$ cat src/rtl/pwm_start_sync.sv
module pwm_start_sync #(
  parameter int NCH = 3,
  parameter int W   = 8,
  localparam int CHW = (NCH > 1) ? $clog2(NCH) : 1
) (
  input  logic           clk,
  input  logic           rst_n,
  input  logic           wr_en,
  input  logic [CHW-1:0] wr_ch,
  input  logic [1:0]     wr_addr,
  input  logic [W-1:0]   wr_data,
  input  logic [NCH-1:0] evt_in,
  output logic [NCH-1:0] pwm_a,
  output logic [NCH-1:0] pwm_b,
  output logic [NCH-1:0] sync_out,
  output logic [NCH-1:0] adc_trig,
  output logic [NCH-1:0] irq_reload,
  output logic [NCH-1:0] irq_event,
  output logic [NCH-1:0] sync_err
);

  logic [NCH-1:0] run_q, fol_q, ctr_q, pol_q, up_q, evt_q, pa_q, pb_q, act;
  logic [1:0]     sel_q [NCH];
  logic [W-1:0]   per_q [NCH];
  logic [W-1:0]   ca_q  [NCH];
  logic [W-1:0]   cb_q  [NCH];
  logic [W-1:0]   cnt_q [NCH];

  for (genvar i = 0; i < NCH; i++) begin : g_ch
    logic         wsel, rl, mism, clr, up_d;
    logic [W-1:0] cnt_d, ca_eff;

    assign wsel = wr_en && (wr_ch == CHW'(i));
    assign clr  = wsel && (wr_addr == 2'd0) && wr_data[5];

    if (i == 0) begin : g_head
      assign act[i]  = run_q[i];
      assign mism    = 1'b0;
    end else begin : g_link
      assign act[i]  = run_q[i] | (fol_q[i] & act[i-1]);
      assign mism    = fol_q[i] & act[i] & (sync_out[i-1] != rl);
    end

    always_comb begin
      if (ctr_q[i])
        rl = (up_q[i] && cnt_q[i] >= per_q[i] && per_q[i] <= W'(1)) ||
             (!up_q[i] && cnt_q[i] <= W'(1));
      else
        rl = cnt_q[i] >= per_q[i];
      cnt_d = cnt_q[i] + W'(1);
      up_d  = up_q[i];
      if (!act[i]) begin
        cnt_d = '0;
        up_d  = 1'b1;
      end else if (ctr_q[i]) begin
        if (up_q[i]) begin
          if (cnt_q[i] >= per_q[i]) begin
            if (per_q[i] <= W'(1)) begin
              cnt_d = '0;
              up_d  = 1'b1;
            end else begin
              cnt_d = per_q[i] - W'(1);
              up_d  = 1'b0;
            end
          end
        end else if (cnt_q[i] <= W'(1)) begin
          cnt_d = '0;
          up_d  = 1'b1;
        end else begin
          cnt_d = cnt_q[i] - W'(1);
        end
      end else if (cnt_q[i] >= per_q[i]) begin
        cnt_d = '0;
      end
    end

    assign ca_eff     = (ca_q[i] == '0) ? W'(1) : ca_q[i];
    assign pwm_a[i]   = act[i] & (cnt_q[i] < (ctr_q[i] ? cb_q[i] : ca_q[i]));
    assign pwm_b[i]   = act[i] & (ctr_q[i] ? (cnt_q[i] >= cb_q[i]) : (cnt_q[i] < cb_q[i]));
    assign sync_out[i]   = act[i] & rl;
    assign irq_reload[i] = act[i] & rl;
    assign irq_event[i]  = pol_q[i] ? (~evt_in[i] & evt_q[i]) : (evt_in[i] & ~evt_q[i]);

    always_comb begin
      if (ctr_q[i])
        adc_trig[i] = act[i] & up_q[i] & (cnt_q[i] == ca_eff);
      else
        case (sel_q[i])
          2'd0:    adc_trig[i] =  pwm_a[i] & ~pa_q[i];
          2'd1:    adc_trig[i] = ~pwm_a[i] &  pa_q[i];
          2'd2:    adc_trig[i] =  pwm_b[i] & ~pb_q[i];
          default: adc_trig[i] = ~pwm_b[i] &  pb_q[i];
        endcase
    end

    always_ff @(posedge clk or negedge rst_n) begin
      if (!rst_n) begin
        run_q[i] <= 1'b0;  fol_q[i] <= 1'b0;  ctr_q[i] <= 1'b0;  pol_q[i] <= 1'b0;
        sel_q[i] <= 2'd0;  per_q[i] <= '0;    ca_q[i]  <= '0;    cb_q[i]  <= '0;
        cnt_q[i] <= '0;    up_q[i]  <= 1'b1;  sync_err[i] <= 1'b0;
        evt_q[i] <= 1'b0;  pa_q[i]  <= 1'b0;  pb_q[i]  <= 1'b0;
      end else begin
        cnt_q[i] <= cnt_d;
        up_q[i]  <= up_d;
        evt_q[i] <= evt_in[i];
        pa_q[i]  <= pwm_a[i];
        pb_q[i]  <= pwm_b[i];
        if (mism)     sync_err[i] <= 1'b1;
        else if (clr) sync_err[i] <= 1'b0;
        if (wsel)
          case (wr_addr)
            2'd0: begin
              run_q[i] <= wr_data[0];
              fol_q[i] <= wr_data[1];
              ctr_q[i] <= wr_data[2];
              sel_q[i] <= wr_data[4:3];
              pol_q[i] <= wr_data[6];
            end
            2'd1:    per_q[i] <= wr_data;
            2'd2:    ca_q[i]  <= wr_data;
            default: cb_q[i]  <= wr_data;
          endcase
      end
    end
  end

endmodule

$ cat config.mk
export PLATFORM = sky130hd
export DESIGN_NAME = pwm_start_sync
export DESIGN_NICKNAME = d
export VERILOG_FILES = /design/src/rtl/pwm_start_sync.sv
export SDC_FILE = /design/constraint.sdc
export NUM_CORES = 1
export LEC_CHECK = 0
export CORE_MARGIN = 2
export CORE_UTILIZATION = 45
export CTS_CLUSTER_SIZE = 12
export DETAILED_ROUTE_END_ITERATION = 6
export PLACE_DENSITY = 0.65
export SLEW_MARGIN = 5
export SYNTH_ARGS = -nofsm -noshare
export SYNTH_HDL_FRONTEND = slang
export SYNTH_SLANG_ARGS = --single-unit
export TNS_END_PERCENT = 50
$ cat constraint.sdc
create_clock -name clk -period 3.9 [get_ports clk]
set_input_delay 0.585 -clock clk [delete_from_list [all_inputs] [get_ports clk]]
set_output_delay 0.585 -clock clk [all_outputs]
set_load 0.02 [all_outputs]
Yosys cells after proc, flatten, opt, wreduce, memory -nomap -nowiden

Cells that the tools add are included.
W data, S select, Z words.

Register bits: 127
Output and inout bits: 21
Logic and storage cells: 254

Add/subtract/negate cells: 9
Magnitude comparators: 18
Equality and inequality tests: 18
Mux-type cells: 64
Bitwise operators: 60
Reductions and logical operators: 45

Operator list:

| kind                  | number |
|---|---|
| $mux W8               | 27 |
| $ge A8 B8 Y1          | 6 |
| $le A8 B1 Y1 const B  | 6 |
| $lt A8 B8 Y1          | 6 |
| $sub A8 B1 Y8 const B | 6 |
| $and A1 B1 Y1         | 39 |
| $mux W1               | 34 |
| $add A8 B1 Y8 const B | 3 |
| $eq A8 B8 Y1          | 3 |
| $logic_not A8 Y1      | 3 |
| $reduce_and A2 Y1     | 12 |
| $not A1 Y1            | 19 |
| $logic_and A1 B1 Y1   | 16 |
| $eq A2 B1 Y1 const B  | 5 |
| $eq A2 B2 Y1 const B  | 5 |
| $logic_not A2 Y1      | 5 |
| $pmux W1 S3           | 3 |
| $ne A2 B2 Y1 const B  | 2 |
| $reduce_bool A2 Y1    | 2 |
| $logic_not A1 Y1      | 3 |
| $logic_or A1 B1 Y1    | 3 |
| $reduce_or A3 Y1      | 1 |
| $ne A1 B1 Y1          | 2 |
| $ne A2 B1 Y1 const B  | 1 |
| $or A1 B1 Y1          | 2 |

Longest topological paths before layout

Gate-level depths: netlist of run 1.

Word-level depth: 9
Gate-level depth with buffers: 10
Mapped depth without buffers: 8

Worst setup path after synthesis of run 1

No wires, ideal clock.

Path type: flip-flop to output port
Start point: register ctr_q[2]
End point: output adc_trig[2]
Arrival: 3,232 ps
Slack: 83 ps
Cell stages (with the launch flop): 10
Path through: dfrtp_1 clkbuf_1 buf_1 mux2i_1 ha_1 a211oi_1 nor2_1 a2111oi_2 a221oi_1 o32ai_1

Longest elaborated chain between the ends: 7
Elaborated cells between the ends (all ways): 13
Those cells by class: order compare: 1; mux: 4; bitwise: 8

RTL lines:

| item                              | RTL line | text |
|---|---|---|
| from (decl)                       | 22       | `logic [NCH-1:0] run_q, fol_q, ctr_q, pol_q, up_q, evt_q, pa_q, pb_q, act;` |
| from (signal, indexed assignment) | 115      | `ctr_q[i] <= wr_data[2];` |
| $mux W8 *                         | 78       | `assign pwm_a[i] = act[i] & (cnt_q[i] < (ctr_q[i] ? cb_q[i] : ca_q[i]));` |
| $lt A8 B8 Y1 *                    | 78       |  |
| $and A1 B1 Y1 *                   | 78       |  |
| via pwm_a[2]                      | 13       | `output logic [NCH-1:0] pwm_a,` |
| $not A1 Y1                        | 90       | `2'd1: adc_trig[i] = ~pwm_a[i] & pa_q[i];` |
| $and A1 B1 Y1                     | 90       |  |
| $pmux W1 S3 *                     | 88       | `case (sel_q[i])` |
| $mux W1 *                         | 85       | `if (ctr_q[i])` |
| to (decl)                         | 16       | `output logic [NCH-1:0] adc_trig,` |

Mark *: on every way through the listed nets, which the timed path passes. The rest lies on a longest branch.

Worst setup path after layout of run 1

Start point: register per_q[2] (netlist bit)
End point: output irq_reload[2]

Longest elaborated chain between the ends: 6
Elaborated cells between the ends (all ways): 7
Those cells by class: order compare: 2; mux: 1; bitwise: 1; reduce/logical: 3

RTL lines:

| item                              | RTL line | text |
|---|---|---|
| from (decl)                       | 24       | `logic [W-1:0] per_q [NCH];` |
| from (signal, indexed assignment) | 119      | `2'd1: per_q[i] <= wr_data;` |
| $ge A8 B8 Y1                      | 46, 49   |  |
| $logic_and A1 B1 Y1 (2 in a row)  | 46       | `rl = (up_q[i] && cnt_q[i] >= per_q[i] && per_q[i] <= W'(1)) \|\|` |
| $logic_or A1 B1 Y1                | 46       |  |
| $mux W1 *                         | 45       | `if (ctr_q[i])` |
| $and A1 B1 Y1 *                   | 81       | `assign irq_reload[i] = act[i] & rl;` |
| to (decl)                         | 17       | `output logic [NCH-1:0] irq_reload,` |

Every way passes the cells marked *; elsewhere a longest branch is shown, timed or not.

==> impl_metrics.toml, run 1 <==
[outcome]
outcome = "completed"

[pwr]
fin_total_pwr_mw = 6.04
powerDensity_nw_per_um2 = 593
leakagePower_nw = 4.65
ir_drop_mv = 0.348

[placement]
dp_hpwl_um = 16100
place_ws_ns = 0.190
place_area_um2 = 9500
place.gp.congestion = 0.880
numPortBuffers = 37

[final_layout]
final_util = 0.528
area_delta_synth_final_pct = 16.0
n_fill_cell = 1799
diodes = 0
num-nets-final = 1072
regArea_um2 = 3190
postLayoutCellArea_um2 = 10200
multi_input_area_um2 = 5140
drive_above_1_share = 0.146

[timing]
rsz0062_at_grt = "no"
hold_viol_final = 0
min_period_over_period = 0.972
drv_slew = 0
fin_skew_ns = 0.00965
fmax_ghz = 0.264
tns_ns = 0
fin_ws_ns = 0.111
relSlewSlack = 0.395
finalSetupViolCount = 0
worst_pin_slew_ns = 0.904
fin_crit_ns = 3.79

[clock_tree]
cts_tree = "yes"
numClockSinks = 127
root_buffer = "clkbuf_16"
clock_latency_ns = 0.42
clkTransAtPathRegs_ns = 0.06
cts_buffers = 17
cts.path.max_buffers = 2
cts-htree-levels = 4

[floorplan]
io_pins = 39
die-area_um2 = 20600
start_util = 0.455
core-area_um2 = 19300
rows = 51
die_h_um = 144
die_w_um = 144

[setup_path]
end_kind = "primary output"
cp_num_buf_inv = 1
required_ns = 3.31
reg2reg_slack_ns = 1.29
path_delay_family = "simple AND/OR/NAND/NOR gates"
start_kind = "flip-flop"
critical_path.cell_chain = "or4_1, o31a_1, o21a_1, nor2_1, clkdlybuf4s50_1"
slowest_delay_ns = 0.69
path_max_fanout = 10
path_class = "reg -> out"
critPathSlowestCell = "clkdlybuf4s50_1"
critPathArrivalTime_ns = 3.20

[routing]
viasPerCell = 5.50
drt_iter0_markers = 487
vias = 6868
wl_per_cell_um = 17.8
ant_nets = 0
drc_errors = 0
drtPass1Iterations = 5
routed_wirelength_um = 22300

[min_path]
holdCritPathClass = "in -> async"

[global_route]
grt_first_pass_wirelength_um = 36300
antenna_found_initial = 0
grt_start_max_net_pins = 92
grt_overflow = 0
track_usage = 0.227
grt_pass1_vias = 6803

[logic_synthesis]
syn_nets = 1030
synth_seq_cells = 127
async_flop_share = 1.00
synth_edf_count = 0
netlist_instances = 928
synth_warnings = 0
synth_cell_types = 64
syn_area_per_cell_um2 = 9.46
ys.flop_type = "dfrtp_1"
netlist_area_um2 = 8780
seq_area_frac_synth = 0.363

[run]
maxCapViolCount = 0
report_power, final:
| group | internal (mW) | leakage (nW) | switching, mW |
|---|---|---|---|
| Sequential | 1.62 | 1.57 | 0.382 |
| Combinational | 1.09 | 2.78 | 1.25 |
| Clock | 1.08 | 0.302 | 0.614 |
flip-flops by register name (all words and copies together) (netlist names), 3 cells and up:
name,cells
ca_q,24
cnt_q,24
pol_q,3
pb_q,3
evt_q,3
up_q,3
pa_q,3
cb_q,24
per_q,24
ctr_q,3
sel_q,6
layout make-up:
cell class / count / share of cell area
repair buffers: 74 / 0.0635
clock buffers: 18 / 0.0431
well taps: 265 / 0.0326
flip-flops and latches: 127 / 0.313
multi-input cells: 684 / 0.505
inverters: 66 / 0.0243
clock inverters: 14 / 0.0186
routing by layer:
metal	wire length [um]	track usage	vias up
met5	0	0	-
li1	-	-	3384
met2	10700	0.371	139
met3	840	0.0430	18
met1	10500	0.310	3327
met4	219	0.0614	0
Yosys cell counts, types with 2 or more instances:
| cell | instances | share of area |
|---|---|---|
| nand3_1 | 33 | 0.019 |
| a211oi_1 | 26 | 0.022 |
| o31a_1 | 2 | 0.0020 |
| and4b_1 | 2 | 0.0023 |
| buf_4 | 4 | 0.0034 |
| nor4_1 | 14 | 0.010 |
| nand2b_1 | 9 | 0.0064 |
| o211ai_1 | 4 | 0.0034 |
| clkbuf_1 | 39 | 0.017 |
| xor2_1 | 29 | 0.029 |
| a22oi_1 | 15 | 0.013 |
| dfstp_2 | 3 | 0.0090 |
| dfrtp_1 | 124 | 0.35 |
| o21bai_1 | 2 | 0.0017 |
| a311oi_1 | 8 | 0.0080 |
| ha_1 | 84 | 0.12 |
| o21a_1 | 3 | 0.0026 |
| nor3_1 | 23 | 0.013 |
| nor3b_1 | 2 | 0.0017 |
| nand4_1 | 11 | 0.0078 |
| a21o_1 | 10 | 0.0086 |
| o311ai_0 | 2 | 0.0020 |
| or3_1 | 4 | 0.0029 |
| mux2_2 | 60 | 0.077 |
| a21oi_1 | 30 | 0.017 |
| xnor2_1 | 49 | 0.049 |
| o31ai_1 | 4 | 0.0034 |
| and3_1 | 11 | 0.0078 |
| o21ai_0 | 69 | 0.039 |
| nor2_1 | 45 | 0.019 |
| nand2_1 | 69 | 0.030 |
| or3_4 | 2 | 0.0026 |
| mux2i_1 | 24 | 0.027 |
| buf_1 | 3 | 0.0013 |
| nand3b_1 | 4 | 0.0034 |
| nor2b_1 | 9 | 0.0064 |
| inv_1 | 66 | 0.028 |
| buf_2 | 4 | 0.0023 |
layout by cell type (no fill, tap or decap), types with 3 or more instances in the layout:
cell and count:
dfrtp_1 121, ha_1 84, nand2_1 69, o21ai_0 69, inv_1 66, mux2_2 60, xnor2_1 49, nor2_1 45
buf_4 36, nand3_1 33, clkdlybuf4s50_1 33, a21oi_1 30, xor2_1 29, a211oi_1 26, mux2i_1 24, nor3_1 23
clkbuf_16 17, a22oi_1 15, nor4_1 14, and3_1 11, nand4_1 11, a21o_1 10, nor2b_1 9, nand2b_1 9
a311oi_1 8, nand3b_1 4, o211ai_1 4, o31ai_1 4, or3_1 4, clkinv_2 4, bufinv_16 4, o21a_1 3
clkinvlp_4 3, dfrtp_2 3, dfstp_2 3
kinds of logic (layout without fill, tap and decap cells):
group,after synthesis,count (layout),share of synthesized area
buf+inv,117,172,0.0532
simple gates,244,244,0.137
xor+xnor,78,78,0.0778
flops,127,127,0.363
mux,84,84,0.104
fa+ha+maj,84,84,0.120
compound gates,193,193,0.145
other cells,1,1,0.000427
timing repair:
action | in CTS | in global routing
pin swaps | 0 | 1
hold buffers | 0 | 0
endpoints found under the setup margin | 2 | 2
endpoints found under the hold margin | 0 | 0
gates resized for setup | 4 | 4
setup buffers | 5 | 0
gates cloned | 0 | 0
through the flow:
| step | cells | hold WS [ns] |
|---|---|---|
| floorplan | 928 | 0.289 |
| global placement | 1211 | 0.517 |
| detailed placement | 1211 | 0.523 |
| CTS | 1248 | 0.267 |
| global route | 1248 | 0.291 |
| finish | 1248 | 0.241 |
worst paths after layout:
| path | start | endpoint | cells after the start |
|---|---|---|---|
| worst min register to register | per_q[22] | per_q[22] | 1 |
| worst max-delay path | per_q[2] | irq_reload[2] | 5 |
| min in group clk | per_q[22] | per_q[22] | 1 |
| worst max register to register | cnt_q[16] | sync_err[1] | 8 |
| worst min-delay path | rst_n | cnt_q[21] | 1 |
| max in group asynchronous | rst_n | ctr_q[1] | 2 |
Note: power is estimated with default switching activity, not from simulation.
==> run 2, diff against run 1 <==
--- a/config.mk
+++ b/config.mk
@@ -10,7 +10,7 @@
 export CTS_CLUSTER_SIZE = 12
 export DETAILED_ROUTE_END_ITERATION = 6
 export PLACE_DENSITY = 0.65
-export SLEW_MARGIN = 5
+export SLEW_MARGIN = 20
 export SYNTH_ARGS = -nofsm -noshare
 export SYNTH_HDL_FRONTEND = slang
 export SYNTH_SLANG_ARGS = --single-unit
==> results of run 2 <==
Final layout, timing and power as in run 1 (identical DEF).
